===== src/rtl/seg_dac_front.sv =====
module seg_dac_front #(
  parameter int DW = 10,
  parameter int TW = 4
) (
  input  logic                 clk,
  input  logic                 rst,
  input  logic [DW-1:0]        din,
  input  logic                 fold_en,
  output logic [(2**TW)-2:0]   therm_q,
  output logic [(2**TW)-2:0]   therm_n,
  output logic [DW-TW-1:0]     bin_q,
  output logic [DW-TW-1:0]     bin_n,
  output logic [DW-1:0]        wsum
);
  localparam int LW = DW - TW;
  localparam int NT = (2**TW) - 1;

  logic [DW-1:0] in_r;
  logic          fold_r;
  logic [DW-1:0] folded;
  logic [NT-1:0] therm_d;
  logic [TW-1:0] cnt;

  always_ff @(posedge clk) begin
    if (rst) begin
      in_r   <= '0;
      fold_r <= 1'b0;
    end else begin
      in_r   <= din;
      fold_r <= fold_en;
    end
  end

  assign folded = (fold_r && !in_r[DW-1]) ? {1'b0, ~in_r[DW-2:0]} : in_r;

  for (genvar i = 0; i < NT; i++) begin : g_therm
    assign therm_d[i] = int'(folded[DW-1:LW]) > i;
  end

  always_ff @(posedge clk) begin
    if (rst) begin
      therm_q <= '0;
      bin_q   <= '0;
    end else begin
      therm_q <= therm_d;
      bin_q   <= folded[LW-1:0];
    end
  end

  assign therm_n = ~therm_q;
  assign bin_n   = ~bin_q;

  always_comb begin
    cnt = '0;
    for (int k = 0; k < NT; k++) cnt = cnt + {{(TW-1){1'b0}}, therm_q[k]};
  end

  assign wsum = {cnt, bin_q};
endmodule


===== config.mk =====
export PLATFORM = sky130hd
export DESIGN_NAME = seg_dac_front
export DESIGN_NICKNAME = d
export VERILOG_FILES = /design/src/rtl/seg_dac_front.sv
export SDC_FILE = /design/constraint.sdc
export NUM_CORES = 1
export LEC_CHECK = 0
export BUFFER_PORTS_ARGS = -buffer_cell sky130_fd_sc_hd__buf_2
export CAP_MARGIN = 20
export CELL_PAD_IN_SITES_DETAIL_PLACEMENT = 2
export CELL_PAD_IN_SITES_GLOBAL_PLACEMENT = 2
export CORE_ASPECT_RATIO = 0.75
export CORE_MARGIN = 10
export CORE_UTILIZATION = 23
export CTS_CLUSTER_DIAMETER = 200
export DETAILED_ROUTE_END_ITERATION = 8
export HOLD_SLACK_MARGIN = 0.05
export PLACE_DENSITY = 0.81
export SLEW_MARGIN = 5
export SYNTH_ARGS = -nofsm -noshare
export SYNTH_HDL_FRONTEND = slang
export SYNTH_SLANG_ARGS = --single-unit
export TNS_END_PERCENT = 5

===== constraint.sdc =====
create_clock -name clk -period 3.8 [get_ports clk]
set_input_delay 0.38 -clock clk [delete_from_list [all_inputs] [get_ports clk]]
set_output_delay 0.38 -clock clk [all_outputs]
set_load 0.02 [all_outputs]

# Word level (Yosys, flattened, before mapping)
# Index checks and enable logic that the tools add are counted.
# word_totals
register_bits	32
input_bits	13
output_inout_bits	52
word_cells	39
# classes
addsub	14
magnitude_cmp	15
n_mux	1
bitwise_logic	3
n_reduce_logical	2
# op_table
op	count
$add 4x1->4	11
$gt 4x4->1 const B	7
$gt 4x3->1 const B	4
$not 15->15	1
$mux 10	1
$not 9->9	1
$gt 4x1->1 const B	2
$gt 4x2->1 const B	2
$not 6->6	1
$add 3x1->4	1
$add 2x1->3	1
$add 1x1->2	1
$logic_and 1x1->1	1
$logic_not 1->1	1

# Longest topological paths before layout
# logic_depth
depth_word	14
mapped_depth	11
depth_no_buf	11

# Worst setup path before layout
# Ideal clock, no wire load.
# synth_path
path_type	flip-flop to output port
from	register therm_q[0]
to	output port wsum[8]
arrival_time_ns	3.873
t_required_ns	3.420
path_slack_ns	-0.453
path_stages_with_launch	12
n_path_buf	0
cell_sequence	dfxtp_1 inv_1 fa_1 inv_1 fa_1 fa_1 inv_1 fa_1 inv_1 fa_1 fa_1 xor2_1
# synth_via
elab_chain_cells	14
# synth_rtl
element	line	text
from (decl)	9	output logic [(2**TW)-2:0] therm_q,
from (signal assigned)	45	therm_q <= therm_d;
$add 1x1->2	55	for (int k = 0; k < NT; k++) cnt = cnt + {{(TW-1){1'b0}}, therm_q[k]};
$add 2x1->3	55	
$add 3x1->4	55	
$add 4x1->4 (11 in a row)	55	
to (decl)	13	output logic [DW-1:0] wsum
# Every way passes these cells.

# Final worst setup path
# layout_path
from	register therm_q[3]
to	output port wsum[8]
# layout_via
elab_chain_cells	12
# layout_rtl
element	line
$add 3x1->4	55
$add 4x1->4 (11 in a row)	55
# Every way passes these cells.

==> results.cfg <==
[die]
num_rows = 24
die_w_um = 112
die_area_mm2 = 0.00989
initial_core_util = 0.243
core_area_mm2 = 0.00595
io_pins = 65
die_h_um = 88.7

[power]
combPwrFrac = 0.279
switching_share = 0.307
clockPowerShare = 0.333
p_seq_frac = 0.388
peakVddDrop_v = 0.000126
p_leak_nw = 0.975
power_mw = 0.962
power.switching_mw = 0.295
power_density_mw_per_mm2 = 483
internal_power_mw = 0.667

[critical_path]
cp.required_ps = 3420
worstPathArrival_ps = 3800
critPathCaptureType = output port
critPathKind = flop to output port
path_max_fanout = 2
crit_path_start_kind = flop

[synthesis]
ys.flop_type = dfxtp_1
syn_nets = 178
synth_common_cells = inv_1 (34), dfxtp_1 (32), nor2_1 (16)
ys_seq_area_frac = 0.443
ys_top_cells_by_area = dfxtp_1 (44%), fa_1 (14%), inv_1 (8.8%)
syn_area_per_cell_um2 = 9.45
synth_cell_types = 26
synth_most_common_cell = inv_1
post_synth_instance_area_mm2 = 0.00145
synthCells = 153
synth_edf_count = 0
async_reset_ff_frac = 0
netlist.area_leader.share = 0.443
ys_seq_elements = 32
synth_top_area_cell = dfxtp_1
ys_warn_count = 0

[clock_network]
cts_tree = yes
cts.sinks = 32
root_buffer = clkbuf_8
clk_pin_slew_ps = 70
clock_latency_ps = 290
h-tree-depth = 2
clockBufferDepth = 2
cts_buffers = 5

[global_route]
grt_pass1_vias = 1321
grt.total_usage = 0.0865
grt_overflow_total = 0
grt_pass1_wl_mm = 6.78
grt_max_degree = 26
antenna_found_initial = 0

[timing]
clock.fmax_ghz = 0.239
fin_crit_ps = 4180
fin_ws_ps = -385
max_slew.worst_pin.slew_ps = 868
setup_viol = 4
relSlewSlack = 0.420
rsz0062_at_grt = true
hold_violations = 0
finalCritPeriodShare = 1.10
drv_slew = 0
skew_ps = 4.02
hold_slack_ps = 306

[job]
maxCapViolCount = 0

[detailed_routing]
drtIter0Drc = 35
drt_first_pass_iters = 4
ant_nets = 0
drc = 0
post_drt_wl_per_cell_um = 13.9
vias_per_cell = 3.93
wl_mm = 4.13
via_count = 1168

[layout]
fin_area_mm2 = 0.00199
diodes = 0
layout-drive-gt1-share = 0.411
final_util = 0.335
instances_no_fill = 297
syn_to_final_growth_pct = 37.6
fill_cells = 687
nets = 243

[placement]
place.gp.congestion = 0.713
io_buffers = 64
post_dp_cell_area_mm2 = 0.00185
hpwl_mm = 3.49
placedCellCount = 287

[status]
status = finished, violations left
violations = negative setup slack

[hold_path]
hp-class = input pin to flop
[kinds of logic after synthesis]
kind of cell / Yosys count / synth area share
compound gates: 15 / 0.0631
flops: 32 / 0.443
fa+ha+maj: 12 / 0.156
buf+inv: 47 / 0.149
simple gates: 39 / 0.141
xor+xnor: 8 / 0.0484
[flip-flops by register name, indices dropped and copies added, names as in the netlist]
register,cells
bin_q,6
fold_r,1
in_r,10
therm_q,15
[critical path: stages, from the launching register on]
cell and delay, ps:
dfxtp_2 330, inv_2 40, fa_1 550, inv_2 50, fa_1 460, fa_1 490, inv_1 50, fa_1 470
inv_1 50, fa_2 350, fa_2 390, xor2_4 160, buf_6 130
[path summary, 6_finish.rpt]
kind / end / slack (ps) / cells past startpoint / startpoint
max: wsum[8] / -380 / 12 / therm_q[3]
min reg2reg: bin_q[5] / 490 / 2 / in_r[5]
min: in_r[8] / 310 / 2 / din[8]
max reg2reg: bin_q[4] / 2100 / 3 / fold_r
[through the flow]
step	setup WS (ps)	setup TNS, ps
CTS	-418	-1070
detailed placement	-176	-323
finish	-385	-932
global route	-558	-1630
global placement	-122	-213
floorplan	-46.4	-84.7
[placed cells by master (no fill, tap or decap), types with 2 or more instances in the layout]
| master | Yosys | final |
|---|---|---|
| o21a_1 | 2 | 2 |
| dfxtp_1 | 32 | 29 |
| a21o_1 | 3 | 3 |
| dfxtp_4 | 0 | 2 |
| inv_1 | 34 | 30 |
| xnor2_1 | 6 | 6 |
| nand4_1 | 2 | 2 |
| buf_2 | 1 | 61 |
| a21oi_1 | 8 | 8 |
| ha_1 | 2 | 2 |
| nor2b_1 | 12 | 12 |
| fa_2 | 0 | 2 |
| inv_2 | 0 | 3 |
| buf_6 | 0 | 3 |
| nor2_1 | 16 | 16 |
| buf_4 | 10 | 7 |
| clkbuf_8 | 0 | 5 |
| fa_1 | 10 | 8 |
[power by group through the flow]
| stage | Sequential [mW] | Clock [mW] | Combinational (mW) |
|---|---|---|---|
| finish | 0.373 | 0.320 | 0.269 |
| global route | 0.377 | 0.344 | 0.305 |
| floorplan | 0.388 | 0 | 0.170 |
| global placement | 0.379 | 0 | 0.237 |
| detailed placement | 0.381 | 0 | 0.247 |
| CTS | 0.373 | 0.329 | 0.281 |
[routing by layer]
| metal | wire length (µm) | GRT usage | vias to the layer above | part of all wire |
|---|---|---|---|---|
| met5 | 0 | 0 | - | 0 |
| met4 | 84 | 0.0419 | 0 | 0.020 |
| met3 | 257 | 0.0304 | 7 | 0.062 |
| met2 | 2160 | 0.158 | 38 | 0.52 |
| met1 | 1630 | 0.0883 | 551 | 0.39 |
| li1 | - | - | 572 | - |
[layout make-up]
class,count,area (µm²),share of cell area
Timing Repair Buffer,71,392,0.197
Clock buffer,6,72.6,0.0365
Tap cell,78,97.6,0.0490
Multi-Input combinational cell,74,614,0.309
Inverter,34,130,0.0654
Sequential cell,32,649,0.326
Clock inverter,2,35.0,0.0176
[what timing repair did]
| item | CTS | global route |
|---|---|---|
| hold buffers | 0 | 0 |
| cloned | 0 | 0 |
| setup endpoints to repair | 4 | 4 |
| pin swaps | 4 | 0 |
| gates resized for setup | 7 | 0 |
| setup buffers | 2 | 0 |
(Power assumes the default switching activity.)
